### src/rtl/row_cmd_pkg.sv
package row_cmd_pkg;
  localparam int LANE_W = 3;
  localparam int XFERS  = 8;
  localparam int PKT_W  = LANE_W * XFERS;
  localparam int DEV_W  = 6;
  localparam int BANK_W = 4;
  localparam int ROW_W  = 9;
  localparam int RSV_W  = PKT_W - DEV_W - BANK_W - ROW_W;
  localparam int CNT_W  = $clog2(XFERS);

  typedef struct packed {
    logic [DEV_W-1:0]  dev;
    logic [BANK_W-1:0] bank;
    logic [ROW_W-1:0]  row;
    logic [RSV_W-1:0]  rsv;
  } row_pkt_t;
endpackage

### src/rtl/xfer_seq.sv
module xfer_seq
  import row_cmd_pkg::*;
(
  input  logic clk,
  input  logic rst_n,
  input  logic smp_en,
  input  logic frame_st,
  output logic busy,
  output logic load_first,
  output logic shift_en,
  output logic last_xfer
);
  logic [CNT_W-1:0] cnt_q, cnt_d;
  logic             busy_q, busy_d;

  assign load_first = smp_en & frame_st;
  assign shift_en   = smp_en & ~frame_st & busy_q;
  assign last_xfer  = shift_en & (cnt_q == CNT_W'(XFERS - 1));
  assign busy       = busy_q;

  always_comb begin
    cnt_d  = cnt_q;
    busy_d = busy_q;
    if (load_first) begin
      cnt_d  = CNT_W'(1);
      busy_d = 1'b1;
    end else if (shift_en) begin
      if (last_xfer) begin
        cnt_d  = '0;
        busy_d = 1'b0;
      end else begin
        cnt_d  = cnt_q + CNT_W'(1);
      end
    end
  end

  always_ff @(posedge clk or negedge rst_n) begin
    if (!rst_n) begin
      cnt_q  <= '0;
      busy_q <= 1'b0;
    end else begin
      cnt_q  <= cnt_d;
      busy_q <= busy_d;
    end
  end

  AST_CNT_RANGE: assert property (@(posedge clk) disable iff (!rst_n)
    busy_q |-> (cnt_q != '0)) else $error("count out of range");
  AST_RESTART: assert property (@(posedge clk) disable iff (!rst_n)
    load_first |=> (busy_q && cnt_q == CNT_W'(1))) else $error("restart");
  AST_IDLE_IGNORE: assert property (@(posedge clk) disable iff (!rst_n)
    (!busy_q && !load_first) |=> !busy_q) else $error("idle strobe");
endmodule

### src/rtl/pkt_shift.sv
module pkt_shift
  import row_cmd_pkg::*;
(
  input  logic              clk,
  input  logic              rst_n,
  input  logic              load_first,
  input  logic              shift_en,
  input  logic [LANE_W-1:0] cmd_lane,
  output logic [PKT_W-1:0]  pkt_next
);
  logic [PKT_W-1:0] sr_q, sr_d;

  always_comb begin
    sr_d = sr_q;
    if (load_first) begin
      sr_d = {{(PKT_W-LANE_W){1'b0}}, cmd_lane};
    end else if (shift_en) begin
      sr_d = {sr_q[PKT_W-LANE_W-1:0], cmd_lane};
    end
  end

  assign pkt_next = sr_d;

  always_ff @(posedge clk or negedge rst_n) begin
    if (!rst_n) sr_q <= '0;
    else        sr_q <= sr_d;
  end
endmodule

### src/rtl/id_reg.sv
module id_reg
  import row_cmd_pkg::*;
(
  input  logic             clk,
  input  logic             rst_n,
  input  logic             busy,
  input  logic             id_we,
  input  logic [DEV_W-1:0] id_wdata,
  output logic [DEV_W-1:0] id_val
);
  logic [DEV_W-1:0] id_q, id_d;
  logic             wr_ok;

  assign wr_ok = id_we & ~busy;

  always_comb begin
    id_d = id_q;
    if (wr_ok) id_d = id_wdata;
  end

  always_ff @(posedge clk or negedge rst_n) begin
    if (!rst_n) id_q <= '0;
    else        id_q <= id_d;
  end

  assign id_val = id_q;

  AST_ID_LOCKED: assert property (@(posedge clk) disable iff (!rst_n)
    (busy && id_we) |=> $stable(id_q)) else $error("id written mid packet");
endmodule

### src/rtl/field_match.sv
module field_match
  import row_cmd_pkg::*;
(
  input  logic              clk,
  input  logic              rst_n,
  input  logic              last_xfer,
  input  logic [PKT_W-1:0]  pkt_next,
  input  logic [DEV_W-1:0]  id_val,
  output logic              act_pulse,
  output logic [BANK_W-1:0] act_bank,
  output logic [ROW_W-1:0]  act_row
);
  row_pkt_t          pkt;
  logic              hit;
  logic              pulse_q;
  logic [BANK_W-1:0] bank_q, bank_d;
  logic [ROW_W-1:0]  row_q, row_d;

  assign pkt = row_pkt_t'(pkt_next);
  assign hit = last_xfer & (pkt.dev == id_val);

  always_comb begin
    bank_d = bank_q;
    row_d  = row_q;
    if (hit) begin
      bank_d = pkt.bank;
      row_d  = pkt.row;
    end
  end

  always_ff @(posedge clk or negedge rst_n) begin
    if (!rst_n) begin
      pulse_q <= 1'b0;
      bank_q  <= '0;
      row_q   <= '0;
    end else begin
      pulse_q <= hit;
      bank_q  <= bank_d;
      row_q   <= row_d;
    end
  end

  assign act_pulse = pulse_q;
  assign act_bank  = bank_q;
  assign act_row   = row_q;

  AST_PULSE_SINGLE: assert property (@(posedge clk) disable iff (!rst_n)
    pulse_q |=> !pulse_q) else $error("pulse too long");
  AST_OUT_HOLD: assert property (@(posedge clk) disable iff (!rst_n)
    (!$stable(bank_q) || !$stable(row_q)) |-> pulse_q) else $error("outputs moved");
endmodule

### src/rtl/row_cmd_rx.sv
module row_cmd_rx
  import row_cmd_pkg::*;
(
  input  logic              clk,
  input  logic              rst_n,
  input  logic              smp_en,
  input  logic              frame_st,
  input  logic [LANE_W-1:0] cmd_lane,
  input  logic              id_we,
  input  logic [DEV_W-1:0]  id_wdata,
  output logic              act_pulse,
  output logic [BANK_W-1:0] act_bank,
  output logic [ROW_W-1:0]  act_row
);
  logic             busy, load_first, shift_en, last_xfer;
  logic [PKT_W-1:0] pkt_next;
  logic [DEV_W-1:0] id_val;

  xfer_seq u_seq (
    .clk(clk), .rst_n(rst_n), .smp_en(smp_en), .frame_st(frame_st),
    .busy(busy), .load_first(load_first), .shift_en(shift_en),
    .last_xfer(last_xfer)
  );

  pkt_shift u_shift (
    .clk(clk), .rst_n(rst_n), .load_first(load_first), .shift_en(shift_en),
    .cmd_lane(cmd_lane), .pkt_next(pkt_next)
  );

  id_reg u_id (
    .clk(clk), .rst_n(rst_n), .busy(busy), .id_we(id_we),
    .id_wdata(id_wdata), .id_val(id_val)
  );

  field_match u_match (
    .clk(clk), .rst_n(rst_n), .last_xfer(last_xfer), .pkt_next(pkt_next),
    .id_val(id_val), .act_pulse(act_pulse), .act_bank(act_bank),
    .act_row(act_row)
  );

  AST_PULSE_AT_END: assert property (@(posedge clk) disable iff (!rst_n)
    act_pulse |-> !busy || $past(load_first)) else $error("pulse mid packet");
endmodule

### config.mk
export PLATFORM = sky130hd
export DESIGN_NAME = row_cmd_rx
export DESIGN_NICKNAME = d
export VERILOG_FILES = /design/src/rtl/row_cmd_pkg.sv /design/src/rtl/xfer_seq.sv /design/src/rtl/pkt_shift.sv /design/src/rtl/id_reg.sv /design/src/rtl/field_match.sv /design/src/rtl/row_cmd_rx.sv
export SDC_FILE = /design/constraint.sdc
export NUM_CORES = 1
export LEC_CHECK = 0
export BUFFER_PORTS_ARGS = -buffer_cell sky130_fd_sc_hd__buf_2
export CAP_MARGIN = 10
export CORE_MARGIN = 3
export CORE_UTILIZATION = 51
export DETAILED_ROUTE_END_ITERATION = 12
export GPL_TIMING_DRIVEN = 0
export HOLD_SLACK_MARGIN = 0.15
export PLACE_DENSITY = 0.72
export RECOVER_POWER = 100
export SYNTH_ARGS = -nofsm -noshare
export SYNTH_HDL_FRONTEND = slang
export SYNTH_HIERARCHICAL = 1
export SYNTH_SLANG_ARGS = --single-unit
### constraint.sdc
create_clock -name clk -period 2.5 [get_ports clk]
set_input_delay 0.25 -clock clk [delete_from_list [all_inputs] [get_ports clk]]
set_output_delay 0.25 -clock clk [all_outputs]
set_load 0.005 [all_outputs]
==> results of run 1 <==
## state kept, by name, summed over array words and instances (netlist names)
signal / flops
u_shift/sr_q: 24
u_match/act_pulse: 1
u_match/act_bank: 4
u_id/id_val: 6
u_seq/busy: 1
u_match/act_row: 9
u_seq/cnt_q: 3
## power breakdown
group | internal (mW) | total [mW] | switching (mW) | leakage [nW]
clock network | 0.402 | 0.653 | 0.251 | 0.0687
registers | 0.867 | 0.927 | 0.0601 | 0.637
logic | 0.134 | 0.253 | 0.119 | 0.486
total | 1.40 | 1.83 | 0.429 | 1.19
## metal layers
metal	share of wire	vias up
li1	-	592
met1	0.47	597
met2	0.49	19
met3	0.034	2
met4	0.0057	0
met5	0	-
## cells by family (layout without fill, tap and decap cells)
kind of cell | count (synthesis) | after routing | synth area share
buffers and inverters | 9 | 49 | 0.0435
AO/OA/AOI/OAI | 4 | 4 | 0.0161
multiplexers | 43 | 43 | 0.234
flip-flops | 48 | 48 | 0.572
AND/OR/NAND/NOR | 35 | 35 | 0.0971
adder cells (fa/ha/maj) | 2 | 2 | 0.0119
XOR/XNOR | 6 | 6 | 0.0250
## placed cells by master (no fill, tap or decap), types with 2 or more instances in the layout
cell / n
buf_12: 2
xnor2_1: 3
clkbuf_8: 5
mux2_4: 2
bufinv_16: 2
clkbuf_1: 9
mux2_2: 13
buf_4: 3
inv_1: 2
or3b_1: 2
nor2_1: 22
xor2_1: 3
dfrtp_1: 47
o221ai_1: 2
mux2i_1: 21
buf_6: 2
ha_1: 2
buf_2: 21
mux2_1: 7
## path summary, 6_finish.rpt
check / to / slack (ps)
worst max-delay path: u_match/act_row[3] / 190
worst min register to register: u_shift/sr_q[0] / 500
worst min-delay path: u_seq/cnt_q[0] / 170
max in group asynchronous: u_seq/busy / 1570
min in group clk: u_id/id_val[5] / 170
worst max register to register: u_match/act_row[3] / 190
## area by class of cell
type                    instances  share of cell area
flip-flops and latches         48               0.497
multi-input cells              90               0.321
repair buffers                 32              0.0662
plain buffers                   7              0.0315
clock buffers                   5              0.0284
clock inverters                 3              0.0284
well taps                      48              0.0248
inverters                       2             0.00310
## what timing repair did
item                       CTS  global route
hold buffers                 0             0
cloned                       0             1
setup buffers                2             2
setup endpoints to repair   13            12
resized for setup            1             2
pin swaps                    1             2
==> results.json, run 1 <==
{
  "dp_hpwl_mm": 2.41,
  "fmax_mhz": 433,
  "grt.total_usage": 0.156,
  "holdWs_ps": 169,
  "core_um2": 3830,
  "top_usage_layer": "met2",
  "fin_tns_setup_ps": 0,
  "fin_area_um2": 2420,
  "dr.pass1.iters": 4,
  "synth_cell_types": 27,
  "required_ps": 2680,
  "maxCapViolCount": 0,
  "drt-total-wl_mm": 3.34,
  "pre_cts_ws_ps": -191,
  "remaining_drc_errors": 0,
  "drive_gt1_frac": 0.316,
  "finalNonFillerCells": 235,
  "fill_cells": 318,
  "antenna_found_initial": 0,
  "synthTopCellsByCount": "dfrtp_1, nor2_1, mux2i_1",
  "clock_sinks": 48,
  "root_buffer": "clkbuf_8",
  "ant_nets": 0,
  "period_needed_ps": 2310,
  "critPathLaunch": "u_seq/busy",
  "worstSetupPathType": "reg -> reg",
  "finClkSkew_ps": 9.02,
  "clock_latency_ps": 290,
  "grt_pass1_vias": 1302,
  "fin_util": 0.632,
  "numCtsBuffers": 5,
  "start_util": 0.549,
  "timing.final.hold_violations": 0,
  "multiInputGateArea_um2": 776,
  "grt_use_met2": 0.243,
  "yosysTopAreaCell": "dfrtp_1",
  "synthArstFlopShare": 1.00,
  "power_density_nw_per_um2": 757,
  "p_total_mw": 1.83,
  "hold_path.class": "in -> async",
  "synth_area_leaders": "dfrtp_1, mux2i_1, mux2_2, mux2_4, nor2_1",
  "globalplace.congestion": 0.701,
  "area.sequential_um2": 1200,
  "crit_path_end_kind": "flip-flop",
  "path_clk_slew_ps": 90,
  "crit_family": "simple AND/OR/NAND/NOR gates",
  "grt_max_degree": 49,
  "synth_flop_cell": "dfrtp_1",
  "grtUsageMet1": 0.206,
  "place_area_um2": 2290,
  "portBuffers": 27,
  "crit_path_frequent_cell": "buf_4",
  "syn_avg_cell_area_um2": 14.3,
  "grt_overflow_total": 0,
  "dieArea_um2": 4920,
  "ir_worst_vdd_mv": 0.453,
  "synth_enable_flop_cells": 0,
  "reg2reg_depth": 12,
  "critPathBufInv": 4,
  "viasPerCell": 5.15,
  "netlist_area_um2": 2100,
  "h-tree-depth": 2,
  "wl_per_cell_um": 14.2,
  "cp_num_cells": 12,
  "fp-row-count": 22,
  "relSlewSlack": 0.232,
  "dieHeight_um": 70.2,
  "synthCells": 147,
  "crit-reg2reg-launch": "u_seq/busy",
  "grt_setup_unrepaired": "false",
  "yosys_warnings": 6,
  "setup_violations": 0,
  "cts_buffer_depth": 2,
  "crit_arrival_ps": 2490,
  "met3_usage": 0.0489,
  "timing.final.crit_share": 0.924,
  "critPathMaxStageDelay_ps": 410,
  "vias": 1210,
  "grt_pass1_wl_mm": 6.05,
  "insertedDiodeCount": 0,
  "leakage_nw": 1.19,
  "cts_tree": "done",
  "start_kind": "flip-flop",
  "outcome": "complete, no violations",
  "die_x_um": 70.2,
  "synth_seq_area_share": 0.572,
  "slowest_stage": "dfrtp_2",
  "io_pins": 28,
  "timing.final.ws_setup_ps": 189,
  "slew_violations": 0,
  "areaGrowthSynthToFinish_pct": 15.3,
  "ys_seq_elements": 48,
  "dp_cells": 222,
  "synth.top_cell.area_share": 0.572,
  "nNetsFinal": 202,
  "cp_cell_sequence": "nand2_2 > nor2_2 > buf_6 > buf_12 > mux2i_1 > nor2_1 > xnor2_1 > nand4_1 > nor4_4 > buf_4 > buf_4 > mux2_2",
  "tightest_slew_ps": 1150,
  "synth.most_common_cell": "dfrtp_1",
  "first_iter_violations": 71,
  "crit_path_max_fanout": 10,
  "synth_nets": 163
}
No activity file was read; power rests on OpenSTA's default activity.
==> run 2: changes to the inputs <==
--- a/config.mk
+++ b/config.mk
@@ -8,11 +8,11 @@
 export BUFFER_PORTS_ARGS = -buffer_cell sky130_fd_sc_hd__buf_2
 export CAP_MARGIN = 10
 export CORE_MARGIN = 3
-export CORE_UTILIZATION = 51
+export CORE_UTILIZATION = 60
 export DETAILED_ROUTE_END_ITERATION = 12
 export GPL_TIMING_DRIVEN = 0
 export HOLD_SLACK_MARGIN = 0.15
-export PLACE_DENSITY = 0.72
+export PLACE_DENSITY = 0.8
 export RECOVER_POWER = 100
 export SYNTH_ARGS = -nofsm -noshare
 export SYNTH_HDL_FRONTEND = slang
==> constraint.sdc (replaced) <==
create_clock -name clk -period 2.93 [get_ports clk]
set_input_delay 0.293 -clock clk [delete_from_list [all_inputs] [get_ports clk]]
set_output_delay 0.293 -clock clk [all_outputs]
set_load 0.005 [all_outputs]
==> results.json, run 2 (synthesis gave the netlist of run 1 again) <==
{
  "r2r-end": "u_match/act_row[5]",
  "largest_register_ffs": 24,
  "grt.total_usage": 0.174,
  "fin_area_um2": 2360,
  "setup_violations": 0,
  "grt_setup_unrepaired": "false",
  "required_ps": 3170,
  "fmax_mhz": 374,
  "crit_path_end_kind": "flip-flop",
  "fp-row-count": 20,
  "regMostFlops": "u_shift/sr_q",
  "worstSetupPathType": "reg -> reg",
  "globalplace.congestion": 0.724,
  "nNetsFinal": 203,
  "first_iter_violations": 47,
  "dr.pass1.iters": 4,
  "place_area_um2": 2290,
  "ir_worst_vdd_mv": 0.442,
  "grt_pass1_wl_mm": 5.67,
  "holdWs_ps": 169,
  "ant_nets": 0,
  "wl_per_cell_um": 14.3,
  "io_pins": 28,
  "layout_common_cells": "dfrtp_1, nor2_1, mux2i_1, buf_2, mux2_2",
  "reg2reg_depth": 11,
  "areaGrowthSynthToFinish_pct": 12.6,
  "leakage_nw": 1.16,
  "clock_latency_ps": 350,
  "start_kind": "flip-flop",
  "timing.final.hold_violations": 0,
  "r2r_slack_ps": 250,
  "relSlewSlack": 0.237,
  "min_path_cells": 2,
  "path_clk_slew_ps": 130,
  "drt-total-wl_mm": 3.32,
  "tightest_slew_ps": 1150,
  "root_buffer": "clkbuf_4",
  "drive_gt1_frac": 0.271,
  "dp_hpwl_mm": 2.38,
  "clock_sinks": 48,
  "final_common_cell": "dfrtp_1",
  "vias": 1209,
  "period_needed_ps": 2680,
  "hp-start": "cmd_lane[0]",
  "crit_arrival_ps": 2920,
  "dieHeight_um": 65.2,
  "h-tree-depth": 2,
  "insertedDiodeCount": 0,
  "crit_path_max_fanout": 10,
  "whs_endpoint": "u_shift/sr_q[0]",
  "crit-reg2reg-launch": "u_seq/busy",
  "antenna_found_initial": 0,
  "maxCapViolCount": 0,
  "grt_pass1_vias": 1213,
  "portBuffers": 27,
  "fin_tns_setup_ps": 0,
  "slew_violations": 0,
  "core_um2": 3200,
  "finClkSkew_ps": 9.50,
  "viasPerCell": 5.21,
  "grt_overflow_total": 0,
  "numCtsBuffers": 5,
  "grt_max_degree": 49,
  "timing.final.crit_share": 0.914,
  "start_util": 0.655,
  "remaining_drc_errors": 0,
  "dieArea_um2": 4250,
  "die_x_um": 65.2,
  "hold_path.class": "in -> reg",
  "cts_buffer_depth": 2,
  "outcome": "complete, no violations",
  "cts_tree": "done",
  "power_density_nw_per_um2": 564
}
run 2: critical path: stages (launching register included):
cell and delay (ps):
dfrtp_1 530, nand2_1 150, nor2_1 140, buf_6 150, buf_12 140, mux2i_1 180
nor2_1 80, xnor2_1 150, nand4_1 170, nor4_4 330, buf_6 220, mux2_2 350
run 2: final cells by class:
class	instances	area, µm²
multi-input combinational	90	774
clock inverter	2	13.8
fill	248	840
tap	44	55.1
inverter	2	7.51
buffer	7	76.3
sequential	48	1200
timing repair buffer	33	184
clock buffer	6	51.3
run 2: where the power goes:
group / total [mW] / internal (mW) / switching (mW)
clock: 0.318 / 0.119 / 0.199
combinational: 0.221 / 0.121 / 0.101
sequential: 0.793 / 0.739 / 0.0543
run 2: layer usage:
layer | track usage | vias up | wire length, µm
met5 | 0 | - | 0
met4 | 0.0466 | 0 | 25
met3 | 0.0410 | 4 | 126
met2 | 0.276 | 21 | 1610
met1 | 0.243 | 593 | 1570
li1 | - | 591 | -
run 2: how the worst max path moves through the flow:
stage | slack, ps | startpoint | endpoint | cells after the start
final | 250 | u_seq/busy | u_match/act_row[5] | 11
after global routing | 60 | u_seq/busy | u_match/act_row[6] | 11
after CTS | 260 | u_seq/busy | u_match/act_row[5] | 11
after detailed placement | 280 | u_seq/busy | u_match/act_row[5] | 11
after global placement | 360 | u_seq/busy | u_match/act_bank[0] | 11
after floorplan | 560 | u_seq/busy | u_match/act_bank[0] | 10
run 2: per-stage QoR:
| step | power [mW] | setup slack [ps] | std cells | util |
|---|---|---|---|---|
| after floorplan | 0.996 | 559 | 147 | - |
| after global placement | 1.04 | 357 | 218 | 0.715 |
| after detailed placement | 1.06 | 282 | 218 | 0.715 |
| after CTS | 1.38 | 257 | 227 | 0.738 |
| after global routing | 1.40 | 61.2 | 232 | 0.738 |
| final | 1.33 | 253 | 232 | 0.738 |
run 2: repair_timing:
| action | 4_1_cts | 5_1_grt |
|---|---|---|
| hold endpoints to repair | 48 | 5 |
| resized for setup | 0 | 0 |
| hold buffers | 1 | 5 |
| buffers inserted | 0 | 0 |
